--- src/rtl/prs_pkg.sv ---
package prs_pkg;
  localparam int CF_W  = 4;
  localparam int CF_LT = 3;
  localparam int CF_GT = 2;
  localparam int CF_EQ = 1;
  localparam int CF_SO = 0;
  typedef logic [CF_W-1:0] cf_t;
endpackage

--- src/rtl/prs_cond_gen.sv ---
module prs_cond_gen
  import prs_pkg::*;
#(
  parameter int DATA_W = 16
) (
  input  logic [DATA_W-1:0] value,
  output cf_t               field
);
  always_comb begin
    field = '0;
    if (value == '0) begin
      field[CF_EQ] = 1'b1;
    end else if (value[DATA_W-1]) begin
      field[CF_LT] = 1'b1;
    end else begin
      field[CF_GT] = 1'b1;
    end
  end
endmodule

--- src/rtl/prs_store_decide.sv ---
module prs_store_decide
  import prs_pkg::*;
(
  input  logic       valid,
  input  logic       pred,
  input  logic       zero_flag,
  input  logic       rec_flag,
  input  logic       cmp_only,
  input  logic [1:0] test_sel,
  input  logic       test_val,
  input  cf_t        field,
  output logic       res_we,
  output logic       res_zero,
  output logic       cf_we,
  output logic       src_zero
);
  logic active;
  logic pass;
  logic store;
  logic zfill;

  always_comb begin
    active   = valid & pred;
    pass     = (field[test_sel] == test_val);
    store    = active & pass & ~cmp_only;
    zfill    = valid & zero_flag & ~cmp_only & (~pred | ~pass);
    res_we   = store | zfill;
    res_zero = zfill;
    cf_we    = active & (rec_flag | cmp_only);
    src_zero = valid & ~pred & zero_flag;
  end

  // a zeroed source always pairs with a zeroed destination unless compare-only
  always_comb begin
    if (src_zero === 1'b1 && cmp_only === 1'b0) begin
      a_r9_src_dst_zero: assert (res_we && res_zero);
    end
  end
endmodule

--- src/rtl/prs_store_ctrl.sv ---
module prs_store_ctrl
  import prs_pkg::*;
#(
  parameter int DATA_W = 16,
  parameter int VL_MAX = 64,
  localparam int IDX_W = $clog2(VL_MAX)
) (
  input  logic              clk,
  input  logic              rst_n,
  input  logic              elem_valid,
  input  logic [IDX_W-1:0]  elem_idx,
  input  logic              elem_pred,
  input  logic [DATA_W-1:0] elem_result,
  input  logic              rec_flag,
  input  logic              cmp_only,
  input  logic              zero_flag,
  input  logic [1:0]        test_sel,
  input  logic              test_val,
  output logic              src_zero,
  output logic              dst_we,
  output logic [DATA_W-1:0] dst_data,
  output logic              cf_we,
  output logic [CF_W-1:0]   cf_data,
  output logic [IDX_W-1:0]  wr_idx
);
  // reset release synchronizer
  logic [1:0] rst_pipe;
  logic       rst_sync_n;

  always_ff @(posedge clk or negedge rst_n) begin
    if (!rst_n) rst_pipe <= '0;
    else        rst_pipe <= {rst_pipe[0], 1'b1};
  end
  assign rst_sync_n = rst_pipe[1];

  cf_t  field;
  logic res_we_d;
  logic res_zero_d;
  logic cf_we_d;

  prs_cond_gen #(.DATA_W(DATA_W)) u_cond (
    .value (elem_result),
    .field (field)
  );

  prs_store_decide u_decide (
    .valid     (elem_valid),
    .pred      (elem_pred),
    .zero_flag (zero_flag),
    .rec_flag  (rec_flag),
    .cmp_only  (cmp_only),
    .test_sel  (test_sel),
    .test_val  (test_val),
    .field     (field),
    .res_we    (res_we_d),
    .res_zero  (res_zero_d),
    .cf_we     (cf_we_d),
    .src_zero  (src_zero)
  );

  // next-state
  logic [DATA_W-1:0] dst_data_d;
  logic              load_en;

  always_comb begin
    load_en    = elem_valid;
    dst_data_d = res_zero_d ? '0 : elem_result;
  end

  // enables update every cycle
  always_ff @(posedge clk or negedge rst_sync_n) begin
    if (!rst_sync_n) begin
      dst_we <= 1'b0;
      cf_we  <= 1'b0;
    end else begin
      dst_we <= res_we_d;
      cf_we  <= cf_we_d;
    end
  end

  // payload registers, clock-enabled by a valid element
  always_ff @(posedge clk or negedge rst_sync_n) begin
    if (!rst_sync_n) begin
      dst_data <= '0;
      cf_data  <= '0;
      wr_idx   <= '0;
    end else if (load_en) begin
      dst_data <= dst_data_d;
      cf_data  <= field;
      wr_idx   <= elem_idx;
    end
  end

  a_r1_reset_quiet: assert property (@(posedge clk)
    !rst_sync_n |=> !dst_we && !cf_we);

  a_r2_idle_no_write: assert property (@(posedge clk) disable iff (!rst_sync_n)
    !elem_valid |=> !dst_we && !cf_we);

  a_r2_index_follows: assert property (@(posedge clk) disable iff (!rst_sync_n)
    elem_valid |=> wr_idx == $past(elem_idx));

  a_r3_field_shape: assert property (@(posedge clk) disable iff (!rst_sync_n)
    cf_we |-> $onehot(cf_data[3:1]) && !cf_data[0]);

  a_r4_masked_skip: assert property (@(posedge clk) disable iff (!rst_sync_n)
    elem_valid && !elem_pred && !zero_flag |=> !dst_we && !cf_we);

  a_r5_record: assert property (@(posedge clk) disable iff (!rst_sync_n)
    elem_valid && elem_pred && (rec_flag || cmp_only) |=> cf_we);

  a_r7_cmp_no_dst: assert property (@(posedge clk) disable iff (!rst_sync_n)
    elem_valid && cmp_only |=> !dst_we);

  a_r8_masked_zero: assert property (@(posedge clk) disable iff (!rst_sync_n)
    elem_valid && !elem_pred && zero_flag && !cmp_only |=> dst_we && dst_data == '0);
endmodule

--- config.mk ---
export PLATFORM = sky130hd
export DESIGN_NAME = prs_store_ctrl
export DESIGN_NICKNAME = d
export VERILOG_FILES = /design/src/rtl/prs_pkg.sv /design/src/rtl/prs_cond_gen.sv /design/src/rtl/prs_store_decide.sv /design/src/rtl/prs_store_ctrl.sv
export SDC_FILE = /design/constraint.sdc
export NUM_CORES = 1
export LEC_CHECK = 0
export BUFFER_PORTS_ARGS = -buffer_cell sky130_fd_sc_hd__clkbuf_2
export CELL_PAD_IN_SITES_DETAIL_PLACEMENT = 0
export CELL_PAD_IN_SITES_GLOBAL_PLACEMENT = 1
export CORE_ASPECT_RATIO = 1.75
export CORE_MARGIN = 2
export CORE_UTILIZATION = 35
export CTS_BUF_LIST = sky130_fd_sc_hd__clkbuf_8 sky130_fd_sc_hd__clkbuf_16
export DETAILED_ROUTE_END_ITERATION = 10
export PLACE_DENSITY_LB_ADDON = 0.1
export SLEW_MARGIN = 40
export SYNTH_ARGS = -nofsm -noshare
export SYNTH_HDL_FRONTEND = slang
export SYNTH_SLANG_ARGS = --single-unit
--- constraint.sdc ---
create_clock -name clk -period 1.1 [get_ports clk]
set_input_delay 0.11 -clock clk [delete_from_list [all_inputs] [get_ports clk]]
set_output_delay 0.11 -clock clk [all_outputs]
set_load 0.005 [all_outputs]
---- Word-level counts from Yosys, hierarchy flattened ----
Cells that the tools add are included.
storage, ports and cells
  bits in registers ....................... 29
  input bits .............................. 32
  output and inout bits ................... 29
  word-level logic and storage cells ...... 31
operators by class
  multiplexer cells ....................... 7
  bitwise operators ....................... 15
  $lt $le $gt $ge ......................... 1
  reduce and logical (&&, ||, !) cells .... 1
  equality and inequality tests ........... 1
operators with widths
  operator              number
  $logic_not A16 Y1     1
  $mux W16              1
  $and A1 B1 Y1         9
  $mux W1               4
  $lt A2 B3 Y1 const B  1
  $not A1 Y1            3
  $or A1 B1 Y1          3
  $bmux W1 S2           1
  $mux W2               1
  $eq A1 B1 Y1          1

---- Depth between registers and ports, before layout ----
Gate-level depths: netlist (run 1).
  depth after elaboration ................. 9
  mapped depth ............................ 6
  gate-level depth less buffers ........... 4

---- Modules after synthesis ----
From an unflattened synthesis (run 1), not the netlist that was laid out.
unflattened totals
  cell total of the unflattened synthesis .. 119
  area, all modules ....................... 1398.8 µm²
modules (own cells, without submodules)
  module            cells an instance  times used  area an instance (µm²)
  prs_store_ctrl    95                 1           1206.2
  prs_store_decide  15                 1           110.1
  prs_cond_gen      9                  1           82.6

---- Worst setup path after synthesis (run 1) ----
OpenSTA, ideal clock, no wires.
  kind .................................... input port to flip-flop
  start ................................... input port test_sel[1]
  end ..................................... register dst_data[10]
  slack ................................... -130 ps
  data required time ...................... 975 ps
  setup time .............................. 125 ps
  arrival ................................. 1106 ps
  cell stages on the path ................. 6
  cell sequence ........................... nor2b_1 -> or3_1 -> buf_2 -> buf_2 -> a41oi_1 -> a21oi_1
on the way
  word-level cells in the longest chain between the ends .. 7
ends and longest elaborated chain
  what                           line                    RTL
  start, declared                prs_store_ctrl.sv:17    input logic [1:0] test_sel,
  $bmux W1 S2                    prs_store_decide.sv:24  pass = (field[test_sel] == test_val);
  $mux W1 (implied by the code)  prs_store_decide.sv:24
  $eq A1 B1 Y1                   prs_store_decide.sv:24
  $not A1 Y1                     prs_store_decide.sv:26  zfill = valid & zero_flag & ~cmp_only & (~pred | ~pass);
  $or A1 B1 Y1                   prs_store_decide.sv:26
  $and A1 B1 Y1                  prs_store_decide.sv:26
  $mux W16                       prs_store_ctrl.sv:67    dst_data_d = res_zero_d ? '0 : elem_result;
  end signal, assigned           prs_store_ctrl.sv:88    dst_data <= dst_data_d;
  end, declared                  prs_store_ctrl.sv:21    output logic [DATA_W-1:0] dst_data,
No other way between the ends. The select of a mux whose other input is x is not followed.
A chain may end at the register's enable or synchronous reset.

---- Worst setup path in the final report (run 1) ----
  start ................................... input port elem_result[11]
  end ..................................... register dst_data[0]
on the way
  word-level cells in the longest chain between the ends .. 9
  elaborated cells between the ends (all ways) .. 10
ends and longest elaborated chain
  what                                       line                    RTL
  start, declared                            prs_store_ctrl.sv:13    input logic [DATA_W-1:0] elem_result,
  $logic_not A16 Y1 (*)                      prs_cond_gen.sv:11      if (value == '0) begin
  $mux W1 / $mux W2 (equally long branches)  prs_cond_gen.sv:11
  $bmux W1 S2 (*)                            prs_store_decide.sv:24
  $mux W1 (implied by the code) (*)          prs_store_decide.sv:24
  $eq A1 B1 Y1 (*)                           prs_store_decide.sv:24
  $not A1 Y1 (*)                             prs_store_decide.sv:26
  $or A1 B1 Y1 (*)                           prs_store_decide.sv:26
  $and A1 B1 Y1 (*)                          prs_store_decide.sv:26
  $mux W16 (*)                               prs_store_ctrl.sv:67
Every way passes the cells marked *; elsewhere a longest branch is shown, timed or not. The select of a mux whose other input is x is not followed.

==> out/summary.txt, run 1 <==
Residual DRC = 0
synth top area cells = dfrtp_1 47%, a21oi_1 10%, a41oi_1 9.1%, nand2b_1 6.5%, mux2_2 5.9%
commonest cells in the synthesized netlist = 32 x a21oi_1, 29 x dfrtp_1, 16 x a41oi_1, 16 x nand2b_1, 16 x o21ai_0
mux cell area share after synthesis = 5.87%
core area = 0.00419 sq mm
mapped cell area = 0.00154 sq mm
worst-path fanout max = 9
synth-to-layout area growth = 61.4%
dominant cell type by area after synthesis = dfrtp_1
Tmin final = 1140 ps
Yosys cell types = 28
first-pass GRT wire length = 7440 um
final setup margin = -40.7 ps
Crit-path slowest cell = and4_4
CTS clk-pin slew, worst paths = 70 ps
Max IR drop VDD = 0.905 mV
sequential fraction of the synthesis area = 47.3%
placed cell area = 0.00216 sq mm
I/O pins = 61
cell area after layout = 0.00248 sq mm
XOR/XNOR Fraction of Synth Area = 0.570%
crit end category = register
root buffer cell = clkbuf_8
Max-cap violations = 0
status = complete, but fails checks
power per cell area = 1120 mW/mm^2
remaining global-route overflow = 0
Yosys reg bits = 29
main combinational cell family by area after synthesis = compound AO/OA/AOI/OAI gates
Most used DFF post-synth = dfrtp_1
Die X = 54.1 um
Num CTS Buffers = 5
Port Buffers = 59
Synth top area share = 47.3%
share of layout cells above drive strength 1 = 55.1%
Die Area = 0.00495 sq mm
Async SR Flop Fraction = 100%
Setup WS pre-CTS = -401 ps
Clock Tree Buf Depth = 2
mean routed wirelength per cell = 16.2 um
site row count = 31
Nets = 274
Synth Area in Compound Gates = 27.1%
failing checks = setup timing
Mapped Cells = 161
total negative slack = -250 ps
crit path buf inv count = 3
Worst Skew = 9.37 ps
fmax = 877 MHz
total vias in the final route = 1612
RSZ-0062 raised after global routing = true
Synth Area in Adders = 0%
gr usage total = 20.1%
CP required = 1310 ps
Critical Path Start Type = primary input
slowest stage delay, CP = 290 ps
worst hold start = cmp_only
kind of critical path = in -> reg
initial antenna violation count = 0
Post-Synthesis Mean Instance Area = 9.54 sq um
most numerous cell in the Yosys netlist = a21oi_1
clock latency on the worst-skew pair = 280 ps
syn_nets = 193
Synth Warn # = 0
DRT Pass-1 Iters = 4
vias in the first global route = 1579
RR Startpoint = dst_data[3]
crit-path leading delay family = simple AND/OR/NAND/NOR gates
H-tree level count = 2
EDFF count, synth = 0
final setup fails = 16
diode count = 0
Worst Hold Class = in -> reg
final hold vios = 0
hpwl dp = 3030 um
global placement routability congestion = 0.719
vias per cell = 5.52
max-slew violations = 0
CP arrival = 1350 ps
largest net degree at the start of global routing = 35
initial cell density of the core = 36.6%
period utilization = 104%
Critical Path Source = elem_result[11]
Detailed Route WL = 4740 um
leakage = 1.11 nW
Vert. Die Dim = 91.6 um
CTS tree = done
DRT antenna net count = 0
Synth Area in Simple Gates = 12.6%
CTS sink count = 29
critical-path cell list = buf_6 -> nor4_4 -> buf_4 -> and4_4 -> clkbuf_16 -> a41oi_1 -> a21oi_1
DR iter-0 viols = 25
## power breakdown
part           leakage, nW  switching, mW  total [mW]  internal [mW]
Clock               0.0491          0.428       0.857          0.429
Sequential           0.360         0.0665        1.23           1.16
Combinational        0.706          0.333       0.690          0.357
Total                 1.11          0.827        2.78           1.95
## worst paths after layout
kind	slack (ps)	cells after the start	end
max	-40	7	dst_data[0]
min	20	2	dst_we
max reg2reg	140	4	dst_data[3]
min reg2reg	230	1	dst_data[5]
max in group asynchronous	590	1	cf_data[2]
min in group asynchronous	150	2	rst_pipe[1]
## area by class of cell
class	instances	area, sq um
inverter	2	7.51
clock buffer	5	68.8
sequential	29	726
multi-input combinational	113	902
timing repair buffer	91	698
clock inverter	3	13.8
tap	49	61.3
fill	393	1710
## flip-flops by register name (all words and copies together), names as in the netlist
name      flops
cf_we         1
cf_data       3
wr_idx        6
dst_data     16
rst_pipe      2
dst_we        1
## through the flow
stage | hold slack (ps) | utilization [%] | power [mW] | std cells
2_1_floorplan | -186 | - | 1.56 | 161
3_3_place_gp | -104 | 51.5 | 1.85 | 279
3_5_place_dp | -101 | 51.5 | 1.87 | 279
4_1_cts | 9.37 | 54.7 | 2.74 | 289
5_1_grt | 37.1 | 59.1 | 2.92 | 292
6_report | 17.9 | 59.1 | 2.78 | 292
## cell usage in the layout, fill, tap and decap left out, types with 2 or more instances in the layout
cell / Yosys / layout
conb_1: 2 / 2
clkbuf_8: 0 / 5
buf_4: 2 / 21
nor2_1: 3 / 3
nor4_4: 0 / 2
mux2_2: 8 / 7
buf_6: 1 / 4
nand2b_1: 16 / 16
dfrtp_1: 29 / 29
clkbuf_2: 0 / 54
clkbuf_16: 0 / 3
buf_12: 0 / 6
a21oi_1: 32 / 21
o21ai_0: 16 / 16
inv_1: 2 / 3
a21oi_2: 0 / 11
nand2_1: 3 / 3
a41oi_1: 16 / 6
a41oi_2: 0 / 10
clkinv_2: 0 / 2
## metal layers
layer  global-route usage, %  vias up  wire (um)
met2                    32.4       51       2510
met1                    26.4      797       1920
met4                    6.46        0         87
li1                        -      758          -
met5                       0        -          0
met3                    4.07        6        225
## kinds of logic after synthesis
| family | Yosys count |
|---|---|
| and+or+nand+nor | 33 |
| DFF | 29 |
| xor gates and xnor gates | 1 |
| buffers and inverters | 19 |
| muxes | 8 |
| other | 2 |
| AOI/OAI and AO/OA | 69 |
## timing repair
item | 4_1_cts | 5_1_grt
setup endpoints to repair | 17 | 19
pin swaps | 2 | 15
gates resized for setup | 6 | 29
setup buffers | 1 | 0
cloned | 0 | 3
hold endpoints to repair | 2 | 0
hold buffers | 1 | 0
(Power assumes the default switching activity.)
==> run 2: changes to the inputs <==
- CORE_UTILIZATION: 35 -> 32
- clock period: 1.1 -> 0.94 ns (I/O delays scaled with it)
==> run 2 against run 1 <==
Against the previous run: the flow still finishes with violations (setup timing); critical endpoint is now dst_data[5]; largest cell class unchanged; critical path depth is the same; via count grew 1.1%; highest routed layer unchanged; combinational power grew 29%; global-route usage shrank 1.3 points; clock skew shrank 7.6 ps; register-to-register slack lost 170 ps; utilization shrank 3.9 points; first-iteration DRC count shrank 4.0%; routed wire length grew 1.8%; hold slack gained 2.7 ps; largest power group unchanged; setup slack lost 82 ps; count of clock-buffer cells in the layout grew 1.
==> out/summary.txt, run 2 (synthesized netlist as in run 1, its figures left out) <==
status = complete, but fails checks
failing checks = setup timing
gr usage total = 18.9%
RSZ-0062 raised after global routing = true
power per cell area = 1430 mW/mm^2
hpwl dp = 3480 um
Worst R2R Path Depth = 4
remaining global-route overflow = 0
Critical Path Start Type = primary input
Worst Hold Class = in -> reg
vias per cell = 5.38
CP arrival = 1270 ps
share of layout cells above drive strength 1 = 57.4%
Multi-input gate area = 931 sq um
leakage = 1.16 nW
final setup margin = -123 ps
R2R Path End = dst_data[6]
CTS tree = done
synth-to-layout area growth = 68.0%
critical-path cell list = buf_8 -> nor4_4 -> buf_4 -> and4_4 -> buf_12 -> a41oi_1 -> a21oi_1
Placed Cells = 297
commonest non-fill, non-tap cell in the layout = clkbuf_2
Nets = 282
sw power = 987 uW
Hold Slack = 20.6 ps
global placement routability congestion = 0.789
initial cell density of the core = 32.9%
biggest registers after layout = dst_data x16, wr_idx x6, cf_data x3
Comb power frac = 24.2%
first-pass GRT wire length = 7800 um
largest net degree at the start of global routing = 28
final core utilization = 55.3%
Clock Tree Buf Depth = 2
Flop pwr share = 39.1%
DR iter-0 viols = 24
RR Startpoint = dst_data[6]
final hold vios = 0
site row count = 33
worst hold start = rec_flag
Port Buffers = 59
Vert. Die Dim = 95.6 um
I/O pins = 61
period utilization = 113%
non-filler cells in the finished layout = 303
flip-flop and latch area = 726 sq um
final setup fails = 25
DRT Pass-1 Iters = 4
core area = 0.00467 sq mm
Internal Power = 2.69 mW
max-slew violations = 0
commonest non-fill, non-tap cells in the layout = 56 x clkbuf_2, 29 x dfrtp_1, 25 x a21oi_1
DRT antenna net count = 0
Detailed Route WL = 4830 um
mean routed wirelength per cell = 15.9 um
fmax = 941 MHz
Residual DRC = 0
Sw Share = 26.8%
CTS clk-pin slew, worst paths = 60 ps
Crit-path slowest cell = and4_4
total vias in the final route = 1630
initial antenna violation count = 0
root buffer cell = clkbuf_8
fillcell total = 433
Worst Skew = 1.81 ps
Max IR drop VDD = 1.05 mV
Die X = 56.4 um
Largest register FFs = 16
Reg with most FFs = dst_data
CTS sink count = 29
Clk pwr share = 36.7%
Critical Path End = dst_data[5]
H-tree level count = 2
vias in the first global route = 1705
Critical Path Source = elem_result[5]
diode count = 0
reg2reg setup slack = -30 ps
slowest stage delay, CP = 260 ps
CP required = 1150 ps
Num CTS Buffers = 5
kind of critical path = in -> reg
clock latency on the worst-skew pair = 290 ps
worst-path fanout max = 12
Die Area = 0.00539 sq mm
crit end category = register
Max-cap violations = 0
Tmin final = 1060 ps
run 2: cell types whose count changed in the layout (fill, tap and decap cells not counted), sizes merged:
| cell | delta |
|---|---|
| clkbuf | +1 |
| clkinv | -2 |
| buf | +8 |
| bufinv | +1 |
run 2: cell type report:
type | count | share of cell area, %
Sequential cell | 29 | 28.1
Tap cell | 52 | 2.52
Timing Repair Buffer | 99 | 28.4
Multi-Input combinational cell | 113 | 36.1
Inverter | 2 | 0.291
Clock inverter | 2 | 1.31
Clock buffer | 6 | 3.20
run 2: worst min path at each step:
stage,to,slack (ps),cells past startpoint
final,cf_we,20,3
after global routing,wr_idx[1],40,2
after CTS,cf_we,20,3
after detailed placement,rst_pipe[0],-120,1
after global placement,rst_pipe[0],-120,1
after floorplan,rst_pipe[0],-200,0
run 2: critical path, delay by kind of cell:
kind | cells | cell delay, ps
buf+inv | 3 | 400
simple gates | 2 | 510
compound gates | 2 | 260
run 2: metrics by stage:
| step | setup TNS [ps] | power [mW] | worst slack (ps) | area, sq um |
|---|---|---|---|---|
| after floorplan | -2990 | 1.83 | -218 | 1670 |
| after global placement | -10960 | 2.25 | -598 | 2280 |
| after detailed placement | -12410 | 2.28 | -701 | 2280 |
| after CTS | -2460 | 3.66 | -132 | 2450 |
| after global routing | -3370 | 3.87 | -189 | 2580 |
| final | -1970 | 3.68 | -123 | 2580 |
run 2: per-layer routing:
metal	wire [um]	global-route usage, %
met5	0	0
met4	122	9.52
met3	212	4.88
met2	2670	33.4
met1	1820	20.6
run 2: power by group through the flow:
stage / clock (mW) / combinational (mW) / sequential (mW)
final: 1.35 / 0.890 / 1.44
after global routing: 1.43 / 0.973 / 1.46
after CTS: 1.38 / 0.834 / 1.44
after detailed placement: 0 / 0.825 / 1.45
after global placement: 0 / 0.808 / 1.45
after floorplan: 0 / 0.350 / 1.48
run 2: repair_timing:
item	CTS	global route
setup buffers	1	1
gates resized for setup	19	23
hold buffers	1	0
pin swaps	4	15
endpoints found under the hold margin	2	0
setup endpoints to repair	30	27
gates cloned	0	1
==> run 3: changes to the inputs <==
- RECOVER_POWER: not set -> 50
- clock period: 0.94 -> 0.9 ns (I/O delays scaled with it)
==> run 3 against run 2 <==
Against the previous run: the flow still finishes with violations (setup timing); design area is 4.0% higher; sequential share of layout area is 1.1 points lower; die area stayed put; sequential power is 4% higher; utilization is 2.2 points higher; first-iteration DRC count grew to 2.9 times the previous value; critical endpoint unchanged; largest cell class unchanged.
==> out/summary.txt, run 3 (synthesized netlist as in run 1, its figures left out) <==
status = complete, but fails checks
failing checks = setup timing
initial antenna violation count = 0
kind of critical path = in -> reg
DRT Pass-1 Iters = 4
biggest registers after layout = dst_data x16, wr_idx x6, cf_data x3
remaining global-route overflow = 0
vias in the first global route = 1683
first-pass GRT wire length = 7710 um
met2 wire len = 2680 um
fmax = 918 MHz
mean routed wirelength per cell = 15.1 um
Crit-path slowest cell = nor4_2
worst-path fanout max = 11
flip-flop and latch area = 726 sq um
Die Area = 0.00539 sq mm
sw power = 1.02 mW
Comb power frac = 26.7%
commonest non-fill, non-tap cells in the layout = 52 x clkbuf_2, 29 x dfrtp_1, 26 x a21oi_1, 26 x buf_4, 22 x buf_6
diode count = 0
vias per cell = 5.33
Vert. Die Dim = 95.6 um
commonest non-fill, non-tap cell in the layout = clkbuf_2
initial cell density of the core = 32.9%
reg2reg setup slack = -70 ps
global placement routability congestion = 0.767
Reg with most FFs = dst_data
final setup margin = -189 ps
CTS clk-pin slew, worst paths = 60 ps
CP required = 1060 ps
crit end category = register
final hold vios = 0
fillcell total = 453
period utilization = 121%
site row count = 33
Nets = 295
max-slew violations = 0
total negative slack = -4300 ps
H-tree level count = 2
critical-path cell list = clkbuf_2 -> nor4_2 -> buf_4 -> and4_4 -> a211o_1 -> buf_6 -> a21oi_1
routed wl met3 = 191 um
Metal-1 WL = 1780 um
Setup WS pre-CTS = -669 ps
Multi-input gate area = 887 sq um
Num CTS Buffers = 5
Residual DRC = 0
clock latency on the worst-skew pair = 280 ps
Hold Slack = 27.0 ps
slowest stage delay, CP = 270 ps
Die X = 56.4 um
Detailed Route WL = 4760 um
CTS tree = done
Clk pwr share = 35.0%
Flop pwr share = 38.3%
Sw Share = 25.8%
Worst Skew = 3.63 ps
largest net degree at the start of global routing = 28
I/O pins = 61
share of layout cells above drive strength 1 = 57.2%
Largest register FFs = 16
Max IR drop VDD = 1.11 mV
synth-to-layout area growth = 74.7%
top sig layer = met4
core area = 0.00467 sq mm
Internal Power = 2.91 mW
DRT antenna net count = 0
Clock Tree Buf Depth = 2
Tmin final = 1090 ps
RSZ-0062 raised after global routing = true
CTS sink count = 29
cell area after layout = 0.00268 sq mm
Max-cap violations = 0
gr usage total = 18.5%
final setup fails = 34
Port Buffers = 59
root buffer cell = clkbuf_8
placed cell area = 0.00233 sq mm
power per cell area = 1460 mW/mm^2
hpwl dp = 3420 um
DR iter-0 viols = 69
CP arrival = 1250 ps
leakage = 1.23 nW
Critical Path Start Type = primary input
total vias in the final route = 1683
Worst Hold Class = in -> reg
run 3: repair_timing:
item / CTS / global route
hold buffers: 1 / 0
pin swaps: 3 / 11
endpoints found under the setup margin: 35 / 36
setup buffers: 3 / 3
hold endpoints to repair: 2 / 0
gates resized for setup: 27 / 20
run 3: worst max-delay path, delay by kind of cell:
family / cells / cell delay (ps)
buffers and inverters: 3 / 400
AO/OA/AOI/OAI: 2 / 230
AND/OR/NAND/NOR: 2 / 520
run 3: layer usage:
layer	up-vias	track usage (%)
met4	0	7.74
met1	832	19.9
met3	12	3.66
li1	792	-
met5	-	0
met2	47	34.8
run 3: worst paths after layout:
path	cells past startpoint	from	to
max in group asynchronous	1	rst_pipe[1]	cf_we
min in group asynchronous	2	rst_n	rst_pipe[0]
hold / removal	3	rec_flag	cf_we
setup reg to reg	4	dst_data[14]	dst_data[14]
setup / recovery	7	elem_result[5]	dst_data[5]
hold reg to reg	1	rst_pipe[1]	dst_data[6]
run 3: final cells by class:
cell class / instances / area share [%]
well taps: 52 / 2.43
flip-flops and latches: 29 / 27.1
repair buffers: 112 / 32.8
clock inverters: 2 / 1.26
multi-input cells: 113 / 33.1
clock buffers: 6 / 3.08
inverters: 2 / 0.280
run 3: per-stage QoR:
stage | total power [mW] | cells | utilization [%]
4_1_cts | 3.92 | 313 | 55.5
3_5_place_dp | 2.42 | 302 | 49.9
3_3_place_gp | 2.39 | 302 | 49.9
5_1_grt | 4.13 | 316 | 57.5
2_1_floorplan | 1.91 | 161 | -
6_report | 3.93 | 316 | 57.5
run 3: power by group through the flow:
stage	Combinational [mW]	Sequential (mW)	Clock, mW
5_1_grt	1.14	1.52	1.46
3_5_place_dp	0.907	1.51	0
2_1_floorplan	0.367	1.55	0
4_1_cts	0.987	1.51	1.42
3_3_place_gp	0.887	1.51	0
6_report	1.05	1.50	1.38
